$ cat config.mk
export PLATFORM = sky130hd
export DESIGN_NAME = serprog_top
export DESIGN_NICKNAME = d
export VERILOG_FILES = /design/src/rtl/serprog_pkg.sv /design/src/rtl/serprog_sync.sv /design/src/rtl/serprog_frame.sv /design/src/rtl/serprog_bank.sv /design/src/rtl/serprog_top.sv
export SDC_FILE = /design/constraint.sdc
export NUM_CORES = 1
export LEC_CHECK = 0
export ABC_CLOCK_PERIOD_IN_PS = 2950
export CORE_MARGIN = 2
export CORE_UTILIZATION = 54
export CTS_CLUSTER_SIZE = 24
export DETAILED_ROUTE_END_ITERATION = 6
export HOLD_SLACK_MARGIN = 0.08
export PLACE_DENSITY = 0.89
export SLEW_MARGIN = 25
export SYNTH_ARGS = -nofsm -noshare
export SYNTH_HDL_FRONTEND = slang
export SYNTH_SLANG_ARGS = --single-unit
$ cat constraint.sdc
create_clock -name clk_i -period 2.95 [get_ports clk_i]
set_input_delay 0.59 -clock clk_i [delete_from_list [all_inputs] [get_ports clk_i]]
set_output_delay 0.59 -clock clk_i [all_outputs]
set_load 0.05 [all_outputs]
$ cat src/rtl/serprog_pkg.sv
package serprog_pkg;
  parameter int FRAME_W = 21;
  parameter int ADR_W   = 4;
  parameter int MAIN_W  = 17;
  parameter int REF_W   = 12;

  localparam int CNT_W = $clog2(FRAME_W + 1);

  typedef enum logic [ADR_W-1:0] {
    ADR_CTRL  = 4'd0,
    ADR_MAIN1 = 4'd1,
    ADR_REF   = 4'd2,
    ADR_MAIN2 = 4'd3
  } adr_e;

  localparam logic [MAIN_W-1:0] MAIN_RST = MAIN_W'(1024);
  localparam logic [REF_W-1:0]  REF_RST  = REF_W'(6);

  // Field positions inside the frame.
  localparam int PIN_LSB  = ADR_W;
  localparam int LOCK_LSB = ADR_W + 4;
  localparam int CP_LSB   = ADR_W + 6;
  localparam int RUN_LSB  = ADR_W + 8;
  localparam int RSEL_BIT = ADR_W + REF_W;
  localparam int TEST_BIT = ADR_W + REF_W + 1;
endpackage

$ cat src/rtl/serprog_sync.sv
module serprog_sync #(
  parameter int N      = 3,
  parameter int STAGES = 2
) (
  input  logic         clk_i,
  input  logic         rst_ni,
  input  logic [N-1:0] in_i,
  output logic [N-1:0] lvl_o,
  output logic [N-1:0] rise_o
);
  logic [N-1:0] stg [STAGES];
  logic [N-1:0] prev_q;

  always_ff @(posedge clk_i or negedge rst_ni) begin
    if (!rst_ni) begin
      for (int k = 0; k < STAGES; k++) stg[k] <= '0;
      prev_q <= '0;
    end else begin
      stg[0] <= in_i;
      for (int k = 1; k < STAGES; k++) stg[k] <= stg[k-1];
      prev_q <= stg[STAGES-1];
    end
  end

  assign lvl_o  = stg[STAGES-1];
  assign rise_o = stg[STAGES-1] & ~prev_q;
endmodule

$ cat src/rtl/serprog_frame.sv
module serprog_frame
  import serprog_pkg::*;
(
  input  logic               clk_i,
  input  logic               rst_ni,
  input  logic               data_i,
  input  logic               sclk_rise_i,
  input  logic               le_lvl_i,
  output logic [FRAME_W-1:0] frame_o
);
  always_ff @(posedge clk_i or negedge rst_ni) begin
    if (!rst_ni)                     frame_o <= '0;
    else if (sclk_rise_i && !le_lvl_i) frame_o <= {frame_o[FRAME_W-2:0], data_i};
  end
endmodule

$ cat src/rtl/serprog_bank.sv
module serprog_bank
  import serprog_pkg::*;
(
  input  logic               clk_i,
  input  logic               rst_ni,
  input  logic               load_i,
  input  logic [FRAME_W-1:0] frame_i,
  output logic [MAIN_W-1:0]  main1_o,
  output logic [MAIN_W-1:0]  main2_o,
  output logic [REF_W-1:0]   ref_div_o,
  output logic               ref_sel_o,
  output logic               test_o,
  output logic [3:0]         pin_o,
  output logic [1:0]         lock_sel_o,
  output logic [1:0]         cp_hi_o,
  output logic [1:0]         run_o
);
  logic [ADR_W-1:0]  adr;
  logic [MAIN_W-1:0] main_fld;

  assign adr      = frame_i[ADR_W-1:0];
  assign main_fld = frame_i[ADR_W +: MAIN_W];

  always_ff @(posedge clk_i or negedge rst_ni) begin
    if (!rst_ni) begin
      main1_o    <= MAIN_RST;
      main2_o    <= MAIN_RST;
      ref_div_o  <= REF_RST;
      ref_sel_o  <= 1'b0;
      test_o     <= 1'b0;
      pin_o      <= '0;
      lock_sel_o <= '0;
      cp_hi_o    <= '0;
      run_o      <= '0;
    end else if (load_i) begin
      case (adr)
        ADR_CTRL: begin
          pin_o      <= frame_i[PIN_LSB  +: 4];
          lock_sel_o <= frame_i[LOCK_LSB +: 2];
          cp_hi_o    <= frame_i[CP_LSB   +: 2];
          run_o      <= frame_i[RUN_LSB  +: 2];
        end
        ADR_MAIN1: main1_o <= main_fld;
        ADR_MAIN2: main2_o <= main_fld;
        ADR_REF: begin
          ref_div_o <= frame_i[ADR_W +: REF_W];
          ref_sel_o <= frame_i[RSEL_BIT];
          test_o    <= frame_i[TEST_BIT];
        end
        default: ;
      endcase
    end
  end
endmodule

$ cat src/rtl/serprog_top.sv
module serprog_top
  import serprog_pkg::*;
(
  input  logic              clk_i,
  input  logic              rst_ni,
  input  logic              sdata_i,
  input  logic              sclk_i,
  input  logic              sload_i,
  output logic [MAIN_W-1:0] main1_o,
  output logic [MAIN_W-1:0] main2_o,
  output logic [REF_W-1:0]  ref_div_o,
  output logic              ref_sel_o,
  output logic              test_o,
  output logic [3:0]        pin_o,
  output logic [1:0]        lock_sel_o,
  output logic [1:0]        cp_hi_o,
  output logic [1:0]        run_o
);
  logic [2:0]         lvl, rise;
  logic [FRAME_W-1:0] frame_q;
  logic               load_stb;

  serprog_sync #(.N(3), .STAGES(2)) u_sync (
    .clk_i (clk_i),
    .rst_ni(rst_ni),
    .in_i  ({sload_i, sclk_i, sdata_i}),
    .lvl_o (lvl),
    .rise_o(rise)
  );

  assign load_stb = rise[2];

  serprog_frame u_frame (
    .clk_i      (clk_i),
    .rst_ni     (rst_ni),
    .data_i     (lvl[0]),
    .sclk_rise_i(rise[1]),
    .le_lvl_i   (lvl[2]),
    .frame_o    (frame_q)
  );

  serprog_bank u_bank (
    .clk_i     (clk_i),
    .rst_ni    (rst_ni),
    .load_i    (load_stb),
    .frame_i   (frame_q),
    .main1_o   (main1_o),
    .main2_o   (main2_o),
    .ref_div_o (ref_div_o),
    .ref_sel_o (ref_sel_o),
    .test_o    (test_o),
    .pin_o     (pin_o),
    .lock_sel_o(lock_sel_o),
    .cp_hi_o   (cp_hi_o),
    .run_o     (run_o)
  );
endmodule

Word level (Yosys, flattened, before mapping)
Cells that the tools add are included.
- bits in read-only memories: 0
- memories: 0
- latch bits: 0
- memory bits (writable): 0
- bits of input ports: 5
- bits in registers: 88
- order comparisons: 0
- equal/unequal tests: 3
- reductions and logical operators: 7
- add/subtract/negate cells: 0
- $mul: 0
- multiplexer cells: 0
- div/mod/pow operators: 0
- bitwise gates (word level): 2
- shifts and indexed selects: 0
- operators with widths (cell ; number):
    equality test 4 x 2 -> 1 bit, second input constant ; 2
    AND reduction 2 bit ; 4
    equality test 4 x 1 -> 1 bit, second input constant ; 1
    logical NOT 4 bit ; 1
    bitwise AND 3 bit ; 1
    NOT 3 bit ; 1
    logical AND 1 bit ; 1
    logical NOT 1 bit ; 1

Logic depth before layout (Yosys ltp)
Gate-level depths: netlist of run 1.
- depth in word-level cells: 3
- mapped depth: 5
- depth with buffers taken out: 3

Hierarchy
Synthesis of run 1 repeated with hierarchy kept, for this count alone.
- cells, all modules: 187
- area, all modules: 3432.0 µm²
- modules (own cells, without submodules) (module ; times used ; area an instance (µm²) ; cells each):
    serprog_bank ; 1 ; 2262.2 ; 127
    serprog_frame ; 1 ; 880.8 ; 45
    serprog_sync ; 1 ; 289.0 ; 15

Worst setup path before layout of run 1
OpenSTA, ideal clock, no wires.
- path kind: reg2reg
- start point: register u_frame.frame_o[3]
- end point: register u_bank.main2_o[11]
- clock period less this slack: 1676 ps
- buffers on the path: 2
- library setup time: 125 ps
- stages on the path, launching flop included: 6
- required time: 2825 ps
- arrival time: 1551 ps
- setup slack: 1274 ps
- cells stage by stage: dfrtp_1 > nor4b_4 > and3_1 > buf_4 > buf_4 > mux2_2
- cells in the longest elaborated chain, start to end: 2
- ends and longest elaborated chain (element ; RTL line ; RTL):
    start: declaration ; serprog_frame.sv:9 ; output logic [FRAME_W-1:0] frame_o
    start signal: assignment ; serprog_frame.sv:13 ; else if (sclk_rise_i && !le_lvl_i) frame_o <= {frame_o[FRAME_W-2:0], data_i};
    equality test 4 x 2 -> 1 bit ; serprog_bank.sv:36 ; case (adr)
    AND reduction 2 bit (no source line) ; - ;
    end signal: assignment ; serprog_bank.sv:44 ; ADR_MAIN2: main2_o <= main_fld;
    end: declaration ; serprog_bank.sv:9 ; output logic [MAIN_W-1:0] main2_o,
Every way passes these cells.
A chain may end at the register's enable or synchronous reset.

Worst setup path after layout of run 1
- start point: register u_bank.ref_div_o[1]
- end point: output port ref_div_o[1]
- RTL lines (element ; RTL line ; RTL):
    start: declaration ; serprog_bank.sv:10 ; output logic [REF_W-1:0] ref_div_o,
    start signal: assignment ; serprog_bank.sv:46 ; ref_div_o <= frame_i[ADR_W +: REF_W];
    end: declaration ; serprog_top.sv:11 ; output logic [REF_W-1:0] ref_div_o,
No word-level cell between the ends.

==> results.cfg, run 1 <==
[clock_tree]
clk_latency_ns = 0.35
cts_tree = yes
cts_root_buf = clkbuf_8
cts.sinks = 87
postCtsSetupRepairBufs = 0
path_clk_slew_ns = 0.08
clock_path_buffers = 2
htree_levels = 3
ctsResizeCount = 0
hold_buffers = 0
cts_buffers = 9

[routing]
post_drt_wl_per_cell_um = 17.54
drt-pass1-iter-count = 4
drc = 0
final_antenna_net_count = 0
viasPerCell = 5.265
vias = 1706
drt_iter0_markers = 74
wirelength_um = 5683

[power_and_ir_drop]
internal_power_mw = 1.933
switching_share = 0.3081
p_leak_nw = 1.937
ir_worst_vdd_v = 0.0005257
comb_power_share = 0.213
pwr-share-seq = 0.516
power_mw = 2.794
power_density_nw_per_um2 = 690.4
power.switching_mw = 0.8607
pwr-share-clk = 0.271

[setup_path]
arrival_ns = 1.69
critical-path-top-delay-family = buffers and inverters
crit_path_cell_trace = clkdlybuf4s50_1
endpoint_kind = output pin
cp_max_fo = 2
cp_num_buf_inv = 1
crit_required_ns = 2.36
critPathKind = reg2out
critical_path.max_stage_delay_ns = 0.80
start_kind = flop
crit_slowest_cell = clkdlybuf4s50_1

[synth]
ys_top_cells_by_area = dfrtp_1, mux2_2, dfstp_2, nor4b_4, buf_2
synth.avg_cell_area_um2 = 17.71
synth_top_area_share = 0.6551
synthCells = 179
ys_seq_elements = 87
ys_types = 12
yosysWarningCount = 0
syn_area_um2 = 3171
synth_top_area_cell = dfrtp_1
syn_nets = 184
ys_seq_area_frac = 0.6882

[cells_and_area]
nets = 252
instances_no_fill = 324
area_growth_pct = 27.62
num_antenna_cells = 0
drive_above_1_share = 0.4087
fillers = 363
regArea_um2 = 2182
multiInputGateArea_um2 = 958.4

[run_status]
status = finished clean

[sta]
fin_setup_tns_ns = 0
finalHoldViolations = 0
period_share = 0.7744
final_max_slew_viol_count = 0
final.min_clock_period_ns = 2.284
tightestPinTransition_ns = 0.8653
clock.fmax_mhz = 437.7
relSlewSlack = 0.4231
rsz0062_at_grt = no
fin_worst_skew_ns = 0.01077
timing.hold.ws_ns = 0.2782
setup_viol = 0

[floorplan]
die_w_um = 80.63
ios = 63
die_area_um2 = 6500
initial_core_util = 0.5688
core-area_um2 = 5574
std_cell_rows = 27
fp.dieH_um = 80.63

[global_routing]
antenna_found_initial = 0
grt_first_pass_wirelength_um = 9252
grt_max_degree = 88
overflow = 0
track_usage = 0.1979
grt_pass1_vias = 1795

[min_path]
hold_path_class = in2async

[placement]
dp.cells = 308
dp_hpwl_um = 3480
place_congestion = 0.7401
port_buffers = 62

[run]
cap_violations = 0
## cells in the final DEF, fill, tap and decap left out
cell	n
nand2_1	1
clkbuf_1	1
nor4b_4	1
nand3b_1	1
buf_4	1
clkinvlp_4	1
and3_1	1
nor3b_2	1
clkbuf_8	12
clkdlybuf4s50_1	61
clkinv_2	2
nand3b_2	1
mux2_2	79
nor2_1	1
dfrtp_1	83
buf_6	1
dfstp_2	4
## worst reg2reg max path, stage by stage, from the launching register on
cell and delay, ns:
dfrtp_1 0.41, nor4b_4 0.37, and3_1 0.78, mux2_2 0.42
## power by group through the flow
stage | Combinational [mW] | Clock [mW] | Sequential (mW)
global placement | 0.586 | 0 | 1.45
global route | 0.627 | 0.828 | 1.46
finish | 0.596 | 0.757 | 1.44
floorplan | 0.160 | 0 | 1.67
detailed placement | 0.593 | 0 | 1.46
CTS | 0.602 | 0.772 | 1.44
## kinds of logic (layout without fill, tap and decap cells)
| kind of cell | after synthesis | in the layout | share of synthesized area |
|---|---|---|---|
| buffers and inverters | 6 | 79 | 0.01105 |
| DFF | 87 | 87 | 0.6882 |
| and+or+nand+nor | 7 | 7 | 0.02013 |
| muxes | 79 | 79 | 0.2806 |
## Yosys cell counts
cell	n
buf_4	2
nor2_1	1
dfstp_2	4
nand2_1	1
mux2_2	79
buf_2	4
nand3b_1	1
nor4b_4	1
nor3b_1	1
and3_1	1
nand3b_2	1
dfrtp_1	83
## metal layers
metal	share of wire	track usage	vias to the layer above
met4	0.016	0.1102	0
met5	0	0	-
met1	0.44	0.2614	885
met3	0.030	0.03820	8
met2	0.51	0.3092	43
li1	-	-	770
## flip-flops by register name, summed over array words and instances, names as in the netlist
signal,cells
u_sync.prev_q,2
u_bank.ref_sel_o,1
u_bank.main1_o,17
u_bank.run_o,2
u_bank.lock_sel_o,2
u_bank.test_o,1
u_bank.pin_o,4
u_sync.lvl_o,3
u_sync.stg,3
u_bank.cp_hi_o,2
u_frame.frame_o,21
u_bank.ref_div_o,12
u_bank.main2_o,17
## through the flow
step | setup WS, ns | area, um2 | utilization
after global routing | 0.6330 | 4046 | 0.7259
after CTS | 0.6526 | 4043 | 0.7253
after global placement | 0.8918 | 3856 | 0.6918
after detailed placement | 0.8536 | 3856 | 0.6918
final | 0.6656 | 4046 | 0.7259
after floorplan | 1.274 | 3171 | -
## cell type report
| class | instances | share of cell area |
|---|---|---|
| multi-input combinational | 86 | 0.2369 |
| timing repair buffer | 63 | 0.1555 |
| clock buffer | 13 | 0.04174 |
| clock inverter | 3 | 0.004329 |
| tap | 72 | 0.02226 |
| sequential | 87 | 0.5393 |
## path summary, 6_finish.rpt
| check | startpoint | to | slack, ns | cells after the start |
|---|---|---|---|---|
| max | u_bank.ref_div_o[1]$_DFFE_PN1P_ | ref_div_o[1] | 0.67 | 1 |
| min | rst_ni | u_bank.pin_o[3]$_DFFE_PN0P_ | 0.28 | 1 |
| max reg2reg | u_frame.frame_o[3]$_DFFE_PN0P_ | u_bank.main2_o[14]$_DFFE_PN0P_ | 0.86 | 3 |
| min reg2reg | u_sync.stg[3]$_DFF_PN0_ | u_sync.lvl_o[0]$_DFF_PN0_ | 0.35 | 0 |
| max in group asynchronous | rst_ni | u_frame.frame_o[0]$_DFFE_PN0P_ | 2.14 | 1 |
| min in group clk_i | u_sync.stg[3]$_DFF_PN0_ | u_sync.lvl_o[0]$_DFF_PN0_ | 0.35 | 0 |
No activity file was read; power rests on OpenSTA's default activity.
==> run 2: changes to the inputs <==
--- a/config.mk
+++ b/config.mk
@@ -5,13 +5,13 @@
 export SDC_FILE = /design/constraint.sdc
 export NUM_CORES = 1
 export LEC_CHECK = 0
-export ABC_CLOCK_PERIOD_IN_PS = 2950
+export ABC_CLOCK_PERIOD_IN_PS = 1900
 export CORE_MARGIN = 2
-export CORE_UTILIZATION = 54
+export CORE_UTILIZATION = 46
 export CTS_CLUSTER_SIZE = 24
 export DETAILED_ROUTE_END_ITERATION = 6
 export HOLD_SLACK_MARGIN = 0.08
-export PLACE_DENSITY = 0.89
+export PLACE_DENSITY = 0.81
 export SLEW_MARGIN = 25
 export SYNTH_ARGS = -nofsm -noshare
 export SYNTH_HDL_FRONTEND = slang
==> constraint.sdc (replaced) <==
create_clock -name clk_i -period 1.9 [get_ports clk_i]
set_input_delay 0.38 -clock clk_i [delete_from_list [all_inputs] [get_ports clk_i]]
set_output_delay 0.38 -clock clk_i [all_outputs]
set_load 0.05 [all_outputs]
==> run 2 against run 1 <==
  * Combinational power grew 51%
  * Worst hold slack gained 0.075 ns
  * Critical path type unchanged
  * Critical endpoint is now ref_div_o[6]
  * Non-clock buffer count is 9 higher
  * Total power rose by 56%
  * Sequential share of layout area is 1.7 points lower
  * Largest cell class unchanged
==> results.cfg, run 2 (same netlist as run 1, synthesis figures left out) <==
[routing]
drt_iter0_markers = 48
viasPerCell = 5.073
vias = 1730
post_drt_wl_per_cell_um = 16.23
drc = 0
drt-pass1-iter-count = 3
wirelength_um = 5533
final_antenna_net_count = 0

[global_routing]
antenna_found_initial = 0
grt_pass1_vias = 1807
grt_first_pass_wirelength_um = 9183
grt_max_degree = 41
overflow = 0
track_usage = 0.1611

[cells_and_area]
fillers = 514
mostFrequentLayoutCells = dfrtp_1, mux2_2, dlymetal6s2s_1, buf_4, dlygate4sd2_1
num_antenna_cells = 0
top_register = u_frame.frame_o
largest_reg_flops = 21
area_growth_pct = 31.77
instances_no_fill = 341
drive_above_1_share = 0.4406
nets = 261
final_common_cell = dfrtp_1
top_regs = u_frame.frame_o x21, u_bank.main1_o x17, u_bank.main2_o x17

[clock_tree]
clk_latency_ns = 0.34
clock_path_buffers = 2
path_clk_slew_ns = 0.08
postCtsSetupRepairBufs = 0
cts.sinks = 87
cts_root_buf = clkbuf_8
cts_buffers = 9
cts_tree = yes
htree_levels = 3

[sta]
final_max_slew_viol_count = 0
setup_viol = 0
finalHoldViolations = 0
final.min_clock_period_ns = 1.858
period_share = 0.9779
tightestPinTransition_ns = 0.5166
relSlewSlack = 0.6551
rsz0062_at_grt = no
fin_setup_tns_ns = 0
fin_worst_skew_ns = 0.009045
clock.fmax_mhz = 538.2
timing.hold.ws_ns = 0.3529
timing.final.ws_setup_ns = 0.04196

[placement]
post-place-ws_ns = 0.1333
place_congestion = 0.7069
dp_hpwl_um = 3739
dp.cells = 324
port_buffers = 62

[power_and_ir_drop]
ir_worst_vdd_v = 0.0005245
pwr-share-clk = 0.281
comb_power_share = 0.207
switching_share = 0.2975
p_leak_nw = 2.674
power_mw = 4.348
internal_power_mw = 3.055
power.switching_mw = 1.294
pwr-share-seq = 0.512
power_density_nw_per_um2 = 1041

[setup_path]
critical-path-top-delay-family = buffers and inverters
r2r-end = u_bank.main2_o[9]$_DFFE_PN0P_
worstRegToRegCells = 4
cp.depth = 1
start_kind = flop
critical_path.max_stage_delay_ns = 0.80
arrival_ns = 1.48
crit_path_end = ref_div_o[6]
cp_max_fo = 2
crit_slowest_cell = clkdlybuf4s50_1
critPathKind = reg2out
reg2reg_from = u_frame.frame_o[3]$_DFFE_PN0P_
r2r_slack_ns = 0.16
cp-startpoint = u_bank.ref_div_o[6]$_DFFE_PN0P_
crit_required_ns = 1.52
cp_num_buf_inv = 1
endpoint_kind = output pin
crit_path_cell_trace = clkdlybuf4s50_1

[floorplan]
core-area_um2 = 6719
std_cell_rows = 30
initial_core_util = 0.4719
fp.dieH_um = 87.02
ios = 63
die_area_um2 = 7572
die_w_um = 87.02

[run]
cap_violations = 0

[min_path]
hold_path_class = reg2reg
hold_path_startpoint = u_sync.stg[3]$_DFF_PN0_

[run_status]
status = finished clean
-- run 2: repair_timing --
action	CTS	global route
endpoints found under the hold margin	34	0
hold buffers	1	0
resized for setup	16	33
endpoints found under the setup margin	16	33
cloned	0	0
-- run 2: cell type report --
class                   count  area, um2  area share
flip-flops and latches     87       2182      0.5223
multi-input cells          86      958.4      0.2294
repair buffers             72      750.7      0.1797
clock buffers              15      156.4     0.03744
well taps                  80      100.1     0.02396
clock inverters             1      30.03    0.007188
-- run 2: through the flow --
step / utilization / instance area, um2
after detailed placement: 0.5832 / 3919
after global routing: 0.6218 / 4178
after CTS: 0.6095 / 4095
after floorplan: - / 3171
final: 0.6218 / 4178
after global placement: 0.5832 / 3919
-- run 2: worst reg2reg max path, cell delays in order, from the launching register on --
cell and delay [ns]:
dfrtp_1 0.42, nor4b_4 0.37, and3_1 0.20, buf_4 0.27, mux2_2 0.38
-- run 2: worst min path at each step --
stage	end	slack [ns]	cells after the start
floorplan	u_bank.cp_hi_o[0]$_DFFE_PN0P_	0.08	0
global placement	u_sync.lvl_o[1]$_DFF_PN0_	0.34	0
detailed placement	u_sync.lvl_o[0]$_DFF_PN0_	0.33	0
CTS	u_sync.lvl_o[0]$_DFF_PN0_	0.36	0
global route	u_sync.lvl_o[0]$_DFF_PN0_	0.36	0
finish	u_sync.lvl_o[0]$_DFF_PN0_	0.35	0
-- run 2: power groups by stage --
stage                     registers, mW  logic [mW]  clock network (mW)
after floorplan                    2.60       0.249                   0
after global placement             2.26       0.918                   0
after detailed placement           2.27       0.933                   0
after CTS                          2.23       0.920                1.25
after global routing               2.26       0.947                1.33
final                              2.23       0.902                1.22
-- run 2: metal layers --
| layer | GRT usage | part of all wire |
|---|---|---|
| met1 | 0.2177 | 0.45 |
| met2 | 0.2464 | 0.48 |
| met3 | 0.03602 | 0.052 |
| met4 | 0.08097 | 0.020 |
| met5 | 0 | 0 |
